File: config.mk
export PLATFORM = sky130hd
export DESIGN_NAME = uart_rx_regbank
export DESIGN_NICKNAME = d
export VERILOG_FILES = /design/src/rtl/uart_rx_pkg.sv /design/src/rtl/uart_rx_idrom.sv /design/src/rtl/uart_rx_fifo.sv /design/src/rtl/uart_rx_irq.sv /design/src/rtl/uart_rx_regbank.sv
export SDC_FILE = /design/constraint.sdc
export NUM_CORES = 1
export LEC_CHECK = 0
export ABC_AREA = 1
export BUFFER_PORTS_ARGS = -buffer_cell sky130_fd_sc_hd__buf_2
export CORE_UTILIZATION = 60
export DETAILED_ROUTE_END_ITERATION = 8
export PLACE_DENSITY = 0.86
export SETUP_SLACK_MARGIN = 0.2
export SYNTH_ARGS = -nofsm -noshare
export SYNTH_HDL_FRONTEND = slang
export SYNTH_SLANG_ARGS = --single-unit
File: constraint.sdc
create_clock -name clk -period 4.1 [get_ports clk]
set_clock_uncertainty 0.15 [all_clocks]
set_input_delay 0.82 -clock clk [delete_from_list [all_inputs] [get_ports clk]]
set_output_delay 0.82 -clock clk [all_outputs]
set_load 0.01 [all_outputs]
File: src/rtl/uart_rx_pkg.sv
package uart_rx_pkg;
   localparam int ENTRY_W = 11;
   localparam int IRQ_W   = 11;
   localparam int IDX_W   = 10;

   localparam logic [ENTRY_W-1:0] BREAK_ENTRY = 11'h400;

   localparam int IRQ_RX_BIT = 4;
   localparam int IRQ_TX_BIT = 5;

   localparam logic [IDX_W-1:0] IDX_DATA  = 10'd0;
   localparam logic [IDX_W-1:0] IDX_FLAG  = 10'd6;
   localparam logic [IDX_W-1:0] IDX_LPDIV = 10'd8;
   localparam logic [IDX_W-1:0] IDX_IDIV  = 10'd9;
   localparam logic [IDX_W-1:0] IDX_FDIV  = 10'd10;
   localparam logic [IDX_W-1:0] IDX_LINE  = 10'd11;
   localparam logic [IDX_W-1:0] IDX_CTRL  = 10'd12;
   localparam logic [IDX_W-1:0] IDX_LVL   = 10'd13;
   localparam logic [IDX_W-1:0] IDX_MASK  = 10'd14;
   localparam logic [IDX_W-1:0] IDX_RAW   = 10'd15;
   localparam logic [IDX_W-1:0] IDX_MSKD  = 10'd16;
   localparam logic [IDX_W-1:0] IDX_CLR   = 10'd17;
   localparam logic [IDX_W-1:0] IDX_DMA   = 10'd18;

   localparam logic [15:0] CTRL_RESET = 16'h0300;
   localparam logic [5:0]  LVL_RESET  = 6'h12;
endpackage

File: src/rtl/uart_rx_idrom.sv
module uart_rx_idrom #(
   parameter int VARIANT = 0
) (
   input  logic [2:0] sel,
   output logic [7:0] id_byte
);
   if (VARIANT < 0 || VARIANT > 1) begin : g_bad_variant
      $error("uart_rx_idrom: VARIANT must be 0 or 1");
   end

   if (VARIANT == 0) begin : g_std
      always_comb begin
         case (sel)
            3'd0: id_byte = 8'h11;
            3'd1: id_byte = 8'h10;
            3'd2: id_byte = 8'h14;
            3'd3: id_byte = 8'h00;
            3'd4: id_byte = 8'h0D;
            3'd5: id_byte = 8'hF0;
            3'd6: id_byte = 8'h05;
            default: id_byte = 8'hB1;
         endcase
      end
   end else begin : g_alt
      always_comb begin
         case (sel)
            3'd0: id_byte = 8'h11;
            3'd1: id_byte = 8'h00;
            3'd2: id_byte = 8'h18;
            3'd3: id_byte = 8'h01;
            3'd4: id_byte = 8'h0D;
            3'd5: id_byte = 8'hF0;
            3'd6: id_byte = 8'h05;
            default: id_byte = 8'hB1;
         endcase
      end
   end
endmodule

File: src/rtl/uart_rx_fifo.sv
module uart_rx_fifo #(
   parameter int DEPTH  = 16,
   parameter int DATA_W = 11,
   localparam int PTR_W = $clog2(DEPTH),
   localparam int CNT_W = $clog2(DEPTH + 1)
) (
   input  logic              clk,
   input  logic              rst_n,
   input  logic              push,
   input  logic              pop,
   input  logic [DATA_W-1:0] wdata,
   output logic [DATA_W-1:0] rdata,
   output logic [CNT_W-1:0]  count
);
   logic [DATA_W-1:0] mem [DEPTH];
   logic [PTR_W-1:0]  rptr;
   logic [PTR_W-1:0]  wslot;
   logic              pop_eff;

   assign pop_eff = pop && (count != '0);
   // Pop-then-push: advancing rptr and shrinking count cancel, slot unchanged.
   assign wslot   = rptr + count[PTR_W-1:0];
   assign rdata   = mem[rptr];

   always_ff @(posedge clk or negedge rst_n) begin
      if (!rst_n) begin
         for (int i = 0; i < DEPTH; i++) mem[i] <= '0;
         rptr  <= '0;
         count <= '0;
      end else begin
         if (push) mem[wslot] <= wdata;
         if (pop_eff) rptr <= rptr + 1'b1;
         count <= count - {{(CNT_W-1){1'b0}}, pop_eff} + {{(CNT_W-1){1'b0}}, push};
      end
   end

   AST_NO_OVERFLOW: assert property (@(posedge clk) disable iff (!rst_n)
      push |-> (count < CNT_W'(DEPTH)));
   AST_POP_ADVANCES: assert property (@(posedge clk) disable iff (!rst_n)
      (pop && count != '0) |=> (rptr == $past(rptr) + 1'b1));
   AST_EMPTY_POP_HOLDS: assert property (@(posedge clk) disable iff (!rst_n)
      (pop && count == '0 && !push) |=> ($stable(rptr) && count == '0));
endmodule

File: src/rtl/uart_rx_irq.sv
module uart_rx_irq #(
   parameter int TRIG  = 1,
   parameter int CNT_W = 5,
   parameter int IRQ_W = 11,
   parameter int RX_B  = 4,
   parameter int TX_B  = 5
) (
   input  logic             clk,
   input  logic             rst_n,
   input  logic             rx_push,
   input  logic             data_rd,
   input  logic [CNT_W-1:0] cnt_mid,
   input  logic [CNT_W-1:0] cnt_next,
   input  logic             tx_write,
   input  logic             clr_write,
   input  logic [IRQ_W-1:0] clr_val,
   output logic [IRQ_W-1:0] raw
);
   logic [IRQ_W-1:0] raw_n;

   always_comb begin
      raw_n = raw;
      if (data_rd && cnt_mid == CNT_W'(TRIG - 1)) raw_n[RX_B] = 1'b0;
      if (clr_write) raw_n = raw_n & ~clr_val;
      if (tx_write) raw_n[TX_B] = 1'b1;
      if (rx_push && cnt_next == CNT_W'(TRIG)) raw_n[RX_B] = 1'b1;
   end

   always_ff @(posedge clk or negedge rst_n) begin
      if (!rst_n) raw <= '0;
      else        raw <= raw_n;
   end

   AST_RX_RISES_ON_PUSH: assert property (@(posedge clk) disable iff (!rst_n)
      $rose(raw[RX_B]) |-> $past(rx_push));
   AST_TX_SETS_STATUS: assert property (@(posedge clk) disable iff (!rst_n)
      tx_write |=> raw[TX_B]);
   AST_CLEAR_TAKES: assert property (@(posedge clk) disable iff (!rst_n)
      (clr_write && !tx_write && !rx_push) |=> ((raw & $past(clr_val)) == '0));
endmodule

File: src/rtl/uart_rx_regbank.sv
module uart_rx_regbank
   import uart_rx_pkg::*;
#(
   parameter int FIFO_DEPTH = 16,
   parameter int RX_TRIGGER = 1,
   parameter int ID_VARIANT = 0
) (
   input  logic        clk,
   input  logic        rst_n,
   input  logic        bus_wr,
   input  logic        bus_rd,
   input  logic [11:0] bus_addr,
   input  logic [31:0] bus_wdata,
   output logic [31:0] bus_rdata,
   input  logic        rx_valid,
   input  logic        rx_break,
   input  logic [7:0]  rx_data,
   output logic        rx_ready,
   output logic        tx_strobe,
   output logic [7:0]  tx_byte,
   output logic        irq
);
   localparam int CNT_W = $clog2(FIFO_DEPTH + 1);

   if (FIFO_DEPTH < 2 || (FIFO_DEPTH & (FIFO_DEPTH - 1)) != 0) begin : g_bad_depth
      $error("uart_rx_regbank: FIFO_DEPTH must be a power of two, at least 2");
   end
   if (RX_TRIGGER < 1 || RX_TRIGGER > FIFO_DEPTH) begin : g_bad_trig
      $error("uart_rx_regbank: RX_TRIGGER must lie in 1..FIFO_DEPTH");
   end

   logic [IDX_W-1:0]   idx;
   logic               in_id;
   logic               data_wr, data_rd, clr_wr, rx_push, pop_eff;
   logic [7:0]         lpdiv_q, line_q;
   logic [15:0]        idiv_q, ctrl_q;
   logic [5:0]         fdiv_q, lvl_q;
   logic [2:0]         dma_q;
   logic [IRQ_W-1:0]   mask_q, raw;
   logic               rxfe_q, rxff_q;
   logic [ENTRY_W-1:0] push_entry, fifo_rd;
   logic [CNT_W-1:0]   count, cnt_mid, cnt_next;
   logic [7:0]         id_byte;
   logic [7:0]         flag_word;
   logic               unused_bits;

   assign unused_bits = ^{bus_wdata[31:16], bus_addr[1:0]};

   assign idx     = bus_addr[11:2];
   assign in_id   = &bus_addr[11:5];
   assign data_wr = bus_wr && !in_id && idx == IDX_DATA;
   assign clr_wr  = bus_wr && !in_id && idx == IDX_CLR;
   assign data_rd = bus_rd && !in_id && idx == IDX_DATA;

   assign rx_ready   = line_q[4] ? (count < CNT_W'(FIFO_DEPTH)) : (count == '0);
   assign rx_push    = rx_valid && rx_ready;
   assign push_entry = rx_break ? BREAK_ENTRY : {{(ENTRY_W-8){1'b0}}, rx_data};
   assign pop_eff    = data_rd && (count != '0);
   assign cnt_mid    = count - {{(CNT_W-1){1'b0}}, pop_eff};
   assign cnt_next   = cnt_mid + {{(CNT_W-1){1'b0}}, rx_push};

   assign tx_strobe = data_wr;
   assign tx_byte   = bus_wdata[7:0];
   assign irq       = |(raw & mask_q);

   uart_rx_fifo #(.DEPTH(FIFO_DEPTH), .DATA_W(ENTRY_W)) u_fifo (
      .clk(clk), .rst_n(rst_n), .push(rx_push), .pop(data_rd),
      .wdata(push_entry), .rdata(fifo_rd), .count(count)
   );

   uart_rx_irq #(.TRIG(RX_TRIGGER), .CNT_W(CNT_W), .IRQ_W(IRQ_W),
                 .RX_B(IRQ_RX_BIT), .TX_B(IRQ_TX_BIT)) u_irq (
      .clk(clk), .rst_n(rst_n), .rx_push(rx_push), .data_rd(data_rd),
      .cnt_mid(cnt_mid), .cnt_next(cnt_next), .tx_write(data_wr),
      .clr_write(clr_wr), .clr_val(bus_wdata[IRQ_W-1:0]), .raw(raw)
   );

   uart_rx_idrom #(.VARIANT(ID_VARIANT)) u_id (.sel(bus_addr[4:2]), .id_byte(id_byte));

   always_ff @(posedge clk or negedge rst_n) begin
      if (!rst_n) begin
         lpdiv_q <= '0;
         idiv_q  <= '0;
         fdiv_q  <= '0;
         line_q  <= '0;
         ctrl_q  <= CTRL_RESET;
         lvl_q   <= LVL_RESET;
         mask_q  <= '0;
         dma_q   <= '0;
      end else if (bus_wr && !in_id) begin
         case (idx)
            IDX_LPDIV: lpdiv_q <= bus_wdata[7:0];
            IDX_IDIV:  idiv_q  <= bus_wdata[15:0];
            IDX_FDIV:  fdiv_q  <= bus_wdata[5:0];
            IDX_LINE:  line_q  <= bus_wdata[7:0];
            IDX_CTRL:  ctrl_q  <= bus_wdata[15:0];
            IDX_LVL:   lvl_q   <= bus_wdata[5:0];
            IDX_MASK:  mask_q  <= bus_wdata[IRQ_W-1:0];
            IDX_DMA:   dma_q   <= bus_wdata[2:0];
            default: ;
         endcase
      end
   end

   always_ff @(posedge clk or negedge rst_n) begin
      if (!rst_n) begin
         rxfe_q <= 1'b1;
         rxff_q <= 1'b0;
      end else begin
         if (rx_push) rxfe_q <= 1'b0;
         else if (data_rd && cnt_mid == '0) rxfe_q <= 1'b1;
         if (rx_push && (cnt_next == CNT_W'(FIFO_DEPTH) || ctrl_q[4])) rxff_q <= 1'b1;
         else if (data_rd) rxff_q <= 1'b0;
      end
   end

   assign flag_word = {1'b1, rxff_q, 1'b0, rxfe_q, 4'b0000};

   always_comb begin
      bus_rdata = '0;
      if (in_id) bus_rdata = {24'b0, id_byte};
      else begin
         case (idx)
            IDX_DATA:  bus_rdata = 32'(fifo_rd);
            IDX_FLAG:  bus_rdata = {24'b0, flag_word};
            IDX_LPDIV: bus_rdata = {24'b0, lpdiv_q};
            IDX_IDIV:  bus_rdata = {16'b0, idiv_q};
            IDX_FDIV:  bus_rdata = {26'b0, fdiv_q};
            IDX_LINE:  bus_rdata = {24'b0, line_q};
            IDX_CTRL:  bus_rdata = {16'b0, ctrl_q};
            IDX_LVL:   bus_rdata = {26'b0, lvl_q};
            IDX_MASK:  bus_rdata = 32'(mask_q);
            IDX_RAW:   bus_rdata = 32'(raw);
            IDX_MSKD:  bus_rdata = 32'(raw & mask_q);
            IDX_DMA:   bus_rdata = {29'b0, dma_q};
            default:   bus_rdata = '0;
         endcase
      end
   end

   AST_EMPTY_TRACKS: assert property (@(posedge clk) disable iff (!rst_n)
      rxfe_q == (count == '0));
   AST_FULL_AT_DEPTH: assert property (@(posedge clk) disable iff (!rst_n)
      (count == CNT_W'(FIFO_DEPTH)) |-> (rxff_q && !rx_ready));
endmodule

After elaboration in Yosys (flattened, before gate mapping)
Index checks and enable logic that the tools add are counted.
{"block": "classes", "n_addsub": 4, "order_cmp": 4, "n_eq_ne": 20, "n_mux": 19, "bitwise_logic": 6, "reduce_logical": 31}
{"operator": "16-bit one-hot mux with 12 select lines", "n": 1}
{"operator": "176-bit bitwise mux", "n": 1}
{"operator": "10-bit by 4-bit equality test with 1-bit output, second input constant", "n": 8}
{"operator": "8-bit one-hot mux with 7 select lines", "n": 1}
{"operator": "11-bit binary-select mux with 4-bit select", "n": 1}
{"operator": "11-bit demux with 4-bit select", "n": 1}
{"operator": "11-bit two-way mux", "n": 4}
{"operator": "11-bit AND", "n": 3}
{"operator": "10-bit by 5-bit equality test with 1-bit output, second input constant", "n": 3}
{"operator": "16-bit two-way mux", "n": 1}
{"operator": "2-bit AND reduction", "n": 8}
{"operator": "1-bit logical AND", "n": 11}
{"operator": "11-bit NOT", "n": 1}
{"operator": "11-bit OR reduction", "n": 1}
{"operator": "10-bit by 3-bit equality test with 1-bit output, second input constant", "n": 1}
{"operator": "5-bit >= comparator, second input constant", "n": 2}
{"operator": "10-bit zero test", "n": 1}
{"operator": "5-bit zero test", "n": 2}
{"operator": "4-bit NOT with 5-bit output", "n": 2}
{"operator": "3-bit equality test, second input constant", "n": 3}
{"operator": "1-bit two-way mux", "n": 8}
{"operator": "7-bit AND reduction", "n": 1}
{"operator": "3-bit by 2-bit equality test with 1-bit output, second input constant", "n": 2}
{"operator": "6-bit two-way mux", "n": 1}
{"operator": "other kinds (14)", "n": 16}
{"block": "word_totals", "ff_bits": 272, "inputBits": 58, "out_inout_bits": 43, "elab_cells": 115}

Logic depth before layout (Yosys ltp)
Gate-level depths: netlist (run 1).
{"block": "logic_depth", "word_depth": 12, "depth_mapped": 22, "ltp_nobuf": 21}

Modules after synthesis
A second synthesis (run 1) with hierarchy kept.
{"block": "unflattened", "cells_unflattened": 2008, "area_unflattened_um2": 15118.2}
{"mod": "uart_rx_fifo", "instances": 1, "cells_per_inst": 1275, "area_each_um2": 9751.9, "seq_area_each_um2": 4629.4}
{"mod": "uart_rx_regbank", "instances": 1, "cells_per_inst": 680, "area_each_um2": 4864.7, "seq_area_each_um2": 1908.1}
{"mod": "uart_rx_irq", "instances": 1, "cells_per_inst": 36, "area_each_um2": 424.2, "seq_area_each_um2": 275.3}
{"mod": "uart_rx_idrom", "instances": 1, "cells_per_inst": 17, "area_each_um2": 77.6, "seq_area_each_um2": 0.0}

Worst setup path before layout (run 1)
No wires, ideal clock.
{"block": "synth_timing", "path_kind": "input to register", "from": "input bus_addr[4]", "to": "register rxff_q", "setup_ps": 120, "arrival_ps": 2807, "required_time_ps": 3830, "setup_slack_ps": 1022, "path_stages": 19, "path_buffers": 1, "path_cell_list": "buf_2 nor2_1 nand2_1 nor2_1 nand2_1 nor2_1 nand2_1 inv_1 ha_1 inv_1 ha_1 ha_1 inv_1 a21oi_1 nand3_1 nand3_1 o21bai_1 nand2_1 nand2_1"}
{"block": "synth_between", "elab_chain_cells": 9, "word_cells_on_any_way": 10, "classes_between": "add/sub (2); eq/ne (1); mux (1); reduce/logical (6)"}
{"item": "start: declaration", "line_no": "uart_rx_regbank.sv:12", "text": "input logic [11:0] bus_addr,"}
{"item": "10-bit zero test *", "line_no": "uart_rx_regbank.sv:53", "text": "assign data_rd = bus_rd && !in_id && idx == IDX_DATA;"}
{"item": "1-bit logical AND *", "line_no": "uart_rx_regbank.sv:53"}
{"item": "1-bit logical AND *", "line_no": "uart_rx_regbank.sv:58", "text": "assign pop_eff = data_rd && (count != '0);"}
{"item": "net pop_eff", "line_no": "uart_rx_regbank.sv:34", "text": "logic data_wr, data_rd, clr_wr, rx_push, pop_eff;"}
{"item": "5-bit by 1-bit subtractor with 5-bit output *", "line_no": "uart_rx_regbank.sv:59", "text": "assign cnt_mid = count - {{(CNT_W-1){1'b0}}, pop_eff};"}
{"item": "5-bit by 1-bit adder with 5-bit output *", "line_no": "uart_rx_regbank.sv:60", "text": "assign cnt_next = cnt_mid + {{(CNT_W-1){1'b0}}, rx_push};"}
{"item": "5-bit equality test *", "line_no": "uart_rx_regbank.sv:112", "text": "if (rx_push && (cnt_next == CNT_W'(FIFO_DEPTH) || ctrl_q[4])) rxff_q <= 1'b1;"}
{"item": "1-bit logical OR *", "line_no": "uart_rx_regbank.sv:112"}
{"item": "1-bit logical AND *", "line_no": "uart_rx_regbank.sv:112"}
{"item": "1-bit two-way mux or 2-bit nonzero test (tied branches)"}
{"item": "end signal: assignment", "line_no": "uart_rx_regbank.sv:108", "text": "rxff_q <= 1'b0;"}
{"item": "end signal: assignment", "line_no": "uart_rx_regbank.sv:112"}
{"item": "end signal: assignment", "line_no": "uart_rx_regbank.sv:113", "text": "else if (data_rd) rxff_q <= 1'b0;"}
{"item": "end: declaration", "line_no": "uart_rx_regbank.sv:40", "text": "logic rxfe_q, rxff_q;"}
Mark *: on every way through the listed nets, which the timed path passes. The rest lies on a longest branch.
A chain may end at the register's enable or synchronous reset.

Final worst setup path (run 1)
{"block": "layout_timing", "from": "register u_fifo.rptr[0]", "to": "output bus_rdata[5]"}
{"block": "layout_between", "elab_chain_cells": 6}
{"item": "start: declaration", "line_no": "uart_rx_fifo.sv:16", "text": "logic [PTR_W-1:0] rptr;"}
{"item": "start signal: assignment", "line_no": "uart_rx_fifo.sv:32", "text": "if (pop_eff) rptr <= rptr + 1'b1;"}
{"item": "4-bit NOT with 5-bit output (implied by the code)", "line_no": "uart_rx_fifo.sv:23", "text": "assign rdata = mem[rptr];"}
{"item": "11-bit binary-select mux with 4-bit select", "line_no": "uart_rx_fifo.sv:23"}
{"item": "11-bit two-way mux (implied by the code) (2 in a row)", "line_no": "uart_rx_fifo.sv:23"}
{"item": "16-bit one-hot mux with 12 select lines", "line_no": "uart_rx_regbank.sv:123", "text": "case (idx)"}
{"item": "16-bit two-way mux", "line_no": "uart_rx_regbank.sv:121", "text": "if (in_id) bus_rdata = {24'b0, id_byte};"}
{"item": "end: declaration", "line_no": "uart_rx_regbank.sv:14", "text": "output logic [31:0] bus_rdata,"}
No other way between the ends. The select of a mux whose other input is x is not followed.

==> results by group, run 1 <==
Layout
  • Final instance area: ~13000 µm²
  • Area of the multi-input gates: 5010 µm²
  • Layout cells sized above 1: 11.0%
  • Nets@finish: ~1600
  • N_diodes: 0
  • Fillers: about 1600
  • P&R area growth vs syn: 10.3%
  • FF/Latch Area: approximately 6000 µm²
  • Layout Cells excl Fill: approximately 1800

STA
  • FMAX: 0.262 GHz
  • RSZ-0062 raised after global routing: true
  • Pins Over Slew Limit: 0
  • Tmin final: 3.82 ns
  • Slew HR: about half
  • Sum of negative setup slack: 0 ns
  • Least-Margin Pin Slew: between 0.7 and 0.8 ns
  • Final setup fails: 0
  • Hold Slack: between 0.1 and 0.15 ns
  • Final period util: around 93%
  • Final Hold Viols: 0

Routing
  • Vias: ~11000
  • Post-Route WL: between 30000 and 40000 µm
  • DRC: 0
  • Vias per cell: 5.89
  • Drt initial violations: roughly 1300
  • Post-route ant nets: 0
  • Number of iterations in the first detailed-routing pass: 6
  • Routed length per placed instance: 17.5 µm

Placed design
  • Cells after DPL: between 1500 and 2000
  • Routability cong.: 1.01
  • DP HPWL: 20400 µm
  • Placed Area: between 10000 and 15000 µm²
  • I/O Buffers: 66

Setup path
  • Worst EP required: between 3 and 4 ns
  • Arr. time, crit path: about 2.9 ns
  • CP max-delay cell: dfrtp_2
  • Setup CP Type: flip-flop to output pin
  • Critical Path Sink Type: output pin
  • Startpoint types: flip-flop
  • CP peak stage delay: about 0.59 ns
  • Worst Setup SP: u_fifo.rptr[0]
  • Crit-path max FO: 81
  • Cell family with most CP delay: buffers and inverters
  • CP Buf/Inv Count: 2
  • Reg2Reg Launch Point: u_fifo.rptr[0]
  • Cells along the critical path: buf_6, o21ai_0, o211ai_1, nand3_1, nand2_1, nand2_1, nand3_1, buf_2

Die
  • Row cnt: 51
  • Initial cell density of the core: 61.5%
  • Die X: between 100 and 150 µm
  • Die ar.: between 20000 and 25000 µm²
  • Core ar.: slightly below 20000 µm²
  • I/O pin total: 101
  • Die height: between 100 and 150 µm

Logic synthesis
  • Synthesized area: about 12000 µm²
  • Synth cell types: between 40 and 50
  • Synth Register Bits: 240
  • Syn. warnings: 0
  • FFs w/ async S/R, synth: 100%
  • Post-synth EDFFs: 0
  • Synth cell count leaders: nand2_1, o21ai_0, dfrtp_1, inv_1, nor2_1
  • Syn_area_per_cell: 8.02 µm²
  • Synthesized instance count: 1497
  • Seq/Total Area, Yosys: approximately 50%
  • Cell taking the most area after synthesis: dfrtp_1
  • Post-synth top area share: 49.0%
  • Most used standard cell by instance count after synthesis: nand2_1
  • Prevailing post-synth register cell: dfrtp_1
  • Top cells by area, synth: dfrtp_1, nand2_1, o21ai_0

Power
  • Lkg Pwr: ~6.5 nW
  • Peak VDD IR: 0.000418 V
  • Pwr Density: approximately 430 nW/µm²

Clock network
  • Worst-skew pair later-pin latency: 0.54 ns
  • CTS clk-pin slew, worst paths: 0.06 ns
  • Num CTS Buffers: 27
  • CTS max path bufs: 3
  • TritonCTS clock tree: done
  • # clock sinks: 240
  • Root buf cell: clkbuf_16
  • Total setup buffers inserted after CTS: 0
  • H-Tree Depth: 1

GRT
  • Total gr overflow: 0
  • First-pass GRT wire length: roughly 51000 µm
  • Vias in the first global route: 10100
  • Overall Global Routing Usage: 31.8%
  • Met1 Use GR: around two fifths
  • Grt peak-use layer: met2
  • Initial antenna violation count: 0
  • Largest net degree at the start of global routing: between 80 and 90
  • Met3 Resource Use GR: roughly 4.8%
  • M2 GR Usage: 52.5%

Worst hold path
  • Hold Crit Class: primary input to asynchronous set/reset pin

Outcome
  • Status: finished, final reports clean

Job
  • Max Cap Viol: 0
## final cells by class
type / count / area share [%]
Tap cell: 265 / 2.51
Sequential cell: 240 / 45.4
Multi-Input combinational cell: 1047 / 37.9
Inverter: 133 / 3.80
Timing Repair Buffer: 81 / 3.73
Clock buffer: 39 / 5.90
Clock inverter: 11 / 0.737
## per-stage QoR
step	utilization [%]	worst slack (ns)	power [mW]
CTS	67.7	0.216	5.76
floorplan	-	1.02	3.20
global placement	63.2	0.526	3.37
finish	67.8	0.281	5.75
detailed placement	63.2	0.547	3.40
global route	67.8	0.120	5.95
## what timing repair did
action | in CTS | in global routing
hold buffers | 0 | 0
setup endpoints to repair | 0 | 9
gates resized for setup | 0 | 2
## layer usage
layer / wire length [µm] / up-vias
li1: - / 4920
met1: 12400 / 5127
met2: 15300 / 534
met3: 2700 / 122
met4: 1400 / 0
met5: 0 / -
## cell families (layout without fill, tap and decap cells)
family,count (synthesis),in the layout,synth area share [%]
other cells,1,16,0.0312
simple gates,631,631,22.7
flops,240,240,50.1
buf+inv,225,264,8.60
fa+ha+maj,9,9,1.00
xor+xnor,6,6,0.500
compound gates,385,385,17.1
## state kept, by name, summed over array words and instances, names as in the netlist
register and count:
mask_q 11, idiv_q 16, u_fifo.rptr 4, u_fifo.mem 144
dma_q 3, rxff_q 1, u_irq.raw 11, lpdiv_q 8
rxfe_q 1, u_fifo.count 5, fdiv_q 6, lvl_q 6
line_q 8, ctrl_q 16
## path summary, 6_finish.rpt
kind,end,depth (start not counted),slack (ns)
setup / recovery,bus_rdata[5],8,0.28
max in group asynchronous,ctrl_q[8],2,2.74
hold reg to reg,rxfe_q,2,0.33
setup reg to reg,u_fifo.mem[145],8,0.96
hold / removal,u_fifo.mem[88],1,0.13
min in group clk,u_irq.raw[8],2,0.31
## placed cells by master, fill, tap and decap left out, types with 2 or more instances in the layout
master	instances
a21oi_1	42
a22o_1	5
buf_12	3
buf_2	65
buf_4	11
clkbuf_1	6
clkbuf_16	27
clkbuf_8	6
clkinv_1	4
clkinv_2	6
clkinv_4	2
conb_1	16
dfrtp_1	233
dfrtp_2	2
dfstp_2	5
ha_1	8
inv_1	127
nand2_1	429
nand2_2	9
nand2_4	3
nand3_1	68
nand4_1	14
nor2_1	77
nor2_2	3
nor2_4	8
nor3_1	6
nor3_2	4
nor3_4	4
o211ai_1	31
o21a_1	4
o21ai_0	288
o21ai_1	9
xor2_1	4
## power breakdown
group | internal (mW) | switching [mW]
clock | 1.39 | 0.990
combinational | 0.209 | 0.611
sequential | 2.48 | 0.0737
Note: power is estimated with default switching activity, not from simulation.
==> inputs of run 2 (changes only) <==
BUFFER_PORTS_ARGS = default   (was -buffer_cell sky130_fd_sc_hd__buf_2)
CORE_UTILIZATION = 58   (was 60)
DONT_BUFFER_PORTS = 1   (was default)
GPL_ROUTABILITY_DRIVEN = 1   (was default)
PLACE_DENSITY = 0.82   (was 0.86)
clock period = 3.3 ns   (was 4.1 ns; I/O delays follow)
==> run 2 against run 1 <==
  * The run now ends with negative hold slack left
  * Sequential share of layout area increased by 0.92 points
  * Critical endpoint is now bus_rdata[3]
  * Total power increased by 23%
  * Die area increased by 3.4%
  * Critical path depth unchanged
  * First-iteration DRC count decreased by 22%
==> results by group, run 2 (synthesis gave the netlist of run 1 again) <==
Layout
  • Commonest non-fill, non-tap cell in the layout: nand2_1 (unchanged)
  • Layout Cells excl Fill: 1760 (was 1816)
  • P&R area growth vs syn: 8.11% (was 10.3%)
  • Nets@finish: 1538 (was 1597)
  • Largest registers: u_fifo.mem: 144 flops, ctrl_q: 16 flops, idiv_q: 16 flops (unchanged)
  • Fillers: 1693 (was 1557)
  • N_diodes: 0 (unchanged)
  • Number of flip-flops in the largest register: 144 (unchanged)
  • Layout cells sized above 1: 7.52% (was 11.0%)
  • Commonest non-fill, non-tap cells in the layout: nand2_1, o21ai_0, dfrtp_1 (unchanged)
  • Largest reg by FF count: u_fifo.mem (unchanged)

STA
  • Least-Margin Pin Slew: 0.750 ns (was 0.775 ns)
  • RSZ-0062 raised after global routing: true (unchanged)
  • Slew HR: 49.9% (was 48.3%)
  • Hold Slack: -0.308 ns (was 0.135 ns)
  • Sum of negative setup slack: 0 ns (unchanged)
  • Final Hold Viols: 235 (was 0)
  • Tmin final: 3.09 ns
  • FMAX: approximately 0.32 GHz
  • Final setup fails: 0 (unchanged)
  • Final period util: between 90 and 100%
  • Pins Over Slew Limit: 0 (unchanged)

Clock network
  • Num CTS Buffers: 26 (was 27)
  • Root buf cell: clkbuf_16 (unchanged)
  • H-Tree Depth: 1 (unchanged)
  • # clock sinks: 240 (unchanged)
  • TritonCTS clock tree: done (unchanged)
  • CTS clk-pin slew, worst paths: 0.06 ns (about the same)
  • CTS max path bufs: 3 (unchanged)
  • Worst-skew pair later-pin latency: 0.53 ns (was 0.54 ns)

Placed design
  • Cells after DPL: 1710 (was 1766)
  • I/O Buffers: 0 (was 66)
  • DP HPWL: 19700 µm (was 20400 µm)
  • Routability cong.: 0.916 (was 1.01)

Routing
  • Post-Route WL: 30900 µm (was 31800 µm)
  • Post-route ant nets: 0 (unchanged)
  • Number of iterations in the first detailed-routing pass: 7 (was 6)
  • Drt initial violations: 992 (was 1274)
  • Routed length per placed instance: 17.5 µm (about the same)
  • DRC: 0 (unchanged)
  • Vias per cell: 5.80 (was 5.89)
  • Vias: 10200 (was 10700)

Setup path
  • R2R setup slack: 0.46 ns (was 0.96 ns)
  • Startpoint types: flip-flop (unchanged)
  • CP most frequent cell: nand3_1
  • R2R cell count: 8 (unchanged)
  • Arr. time, crit path: 2.28 ns (was 2.85 ns)
  • Worst Setup SP: u_fifo.rptr[1] (was u_fifo.rptr[0])
  • Reg2reg end: u_fifo.mem[120] (was u_fifo.mem[145])
  • CP peak stage delay: 0.45 ns (was 0.59 ns)
  • CP max-delay cell: dfrtp_2 (unchanged)
  • Critical Path Sink Type: output pin (unchanged)
  • Setup CP Type: flip-flop to output pin (unchanged)
  • Cells along the critical path: clkinvlp_4, a21oi_1, o21ai_0, nand3_1, nand3_1, nand2_1, nand2_1, nand3_1 (was buf_6, o21ai_0, o211ai_1, nand3_1, nand2_1, nand2_1, nand3_1, buf_2)
  • Reg2Reg Launch Point: u_fifo.rptr[1] (was u_fifo.rptr[0])
  • Worst EP required: 2.49 ns (was 3.13 ns)
  • Crit-path max FO: 12 (was 81)

Worst hold path
  • Hold Crit Class: primary input to asynchronous set/reset pin (unchanged)

Outcome
  • Violated checks: negative hold slack
  • Status: finished with violations (was finished, final reports clean)

GRT
  • Vias in the first global route: 9716 (was 10100)
  • Largest net degree at the start of global routing: 241 (was 85)
  • Overall Global Routing Usage: 29.3% (was 31.8%)
  • Initial antenna violation count: 0 (unchanged)
  • First-pass GRT wire length: 49900 µm (was 50900 µm)
  • Total gr overflow: 0 (unchanged)

Power
  • Sw frac: 27.6% (was 29.1%)
  • Psw: 1.95 mW (was 1.68 mW)
  • Sequential share of power: 45.0% (was 44.4%)
  • Clock network fraction of total power: 41.6% (was 41.4%)
  • Combinational power share: 13.3% (was 14.2%)
  • Peak VDD IR: 0.000430 V (was 0.000418 V)
  • Lkg Pwr: 6.23 nW (was 6.51 nW)
  • Pwr Density: 543 nW/µm² (was 435 nW/µm²)
  • Int Pwr: 5.10 mW (was 4.08 mW)

Die
  • Core ar.: 20200 µm² (was 19500 µm²)
  • I/O pin total: 101 (unchanged)
  • Die X: 146 µm (was 143 µm)
  • Die height: 146 µm (was 143 µm)
  • Row cnt: 52 (was 51)
  • Die ar.: 21300 µm² (was 20600 µm²)
  • Initial cell density of the core: 59.3% (was 61.5%)

Job
  • Max Cap Viol: 0 (unchanged)
## run 2: changes by cell type in the layout (fill, tap and decap cells not counted), moves of 2 or more
cell / change
clkbuf_1: +2
inv_4: +2
inv_1: -3
clkinv_2: -4
buf_2: -65
clkinvlp_4: +2
buf_12: -2
buf_4: +7
## run 2: routing by layer
metal  global-route usage, %  up-vias  part of all wire [%]
li1                        -     4811                     -
met1                    38.5     4886                    40
met2                    48.3      423                    49
met3                    4.01       96                   7.2
met4                    13.5        0                   4.3
met5                       0        -                     0
## run 2: power by group through the flow
| stage | Clock (mW) | Sequential, mW | Combinational (mW) |
|---|---|---|---|
| 2_1_floorplan | 0 | 3.19 | 0.790 |
| 3_3_place_gp | 0 | 3.21 | 0.882 |
| 3_5_place_dp | 0 | 3.22 | 0.913 |
| 4_1_cts | 2.97 | 3.17 | 0.926 |
| 5_1_grt | 3.08 | 3.18 | 1.04 |
| 6_report | 2.94 | 3.17 | 0.941 |
## run 2: worst max-delay path: cells and delay by family (launching register included)
family,cells,cell delay [ns]
AOI/OAI and AO/OA,2,0.35
buffers and inverters,1,0.30
and+or+nand+nor,5,0.65
DFF,1,0.45
## run 2: worst max path at each step
stage	cells past startpoint	endpoint	slack (ns)
detailed placement	17	u_irq.raw[4]	0.22
CTS	7	bus_rdata[10]	0.17
floorplan	19	rxff_q	0.38
global route	9	bus_rdata[10]	0.13
global placement	17	u_irq.raw[4]	0.27
finish	8	bus_rdata[3]	0.21
## run 2: layout make-up
| type | instances | area [µm²] | share of cell area, % |
|---|---|---|---|
| sequential | 240 | 6020 | 46.4 |
| multi-input combinational | 1047 | 5020 | 38.7 |
| clock buffer | 40 | 774 | 5.97 |
| inverter | 133 | 512 | 3.94 |
| tap | 270 | 338 | 2.60 |
| timing repair buffer | 23 | 221 | 1.71 |
| clock inverter | 7 | 95.1 | 0.733 |
## run 2: metrics by stage
stage | hold WS, ns | area [µm²] | setup WS (ns) | utilization, % | total power, mW
2_1_floorplan | 0.214 | 12100 | 0.382 | - | 3.98
3_3_place_gp | 0.228 | 12000 | 0.272 | 59.4 | 4.10
3_5_place_dp | 0.225 | 12000 | 0.219 | 59.4 | 4.13
4_1_cts | -0.325 | 12900 | 0.171 | 63.7 | 7.06
5_1_grt | -0.327 | 13000 | 0.125 | 64.1 | 7.30
6_report | -0.308 | 13000 | 0.212 | 64.1 | 7.05
## run 2: repair_timing
item                                   4_1_cts  5_1_grt
endpoints found under the hold margin      240      240
pin swaps                                    0        1
setup endpoints to repair                    9       13
buffers inserted                             0        2
resized for setup                            1       13
gates cloned                                 0        1
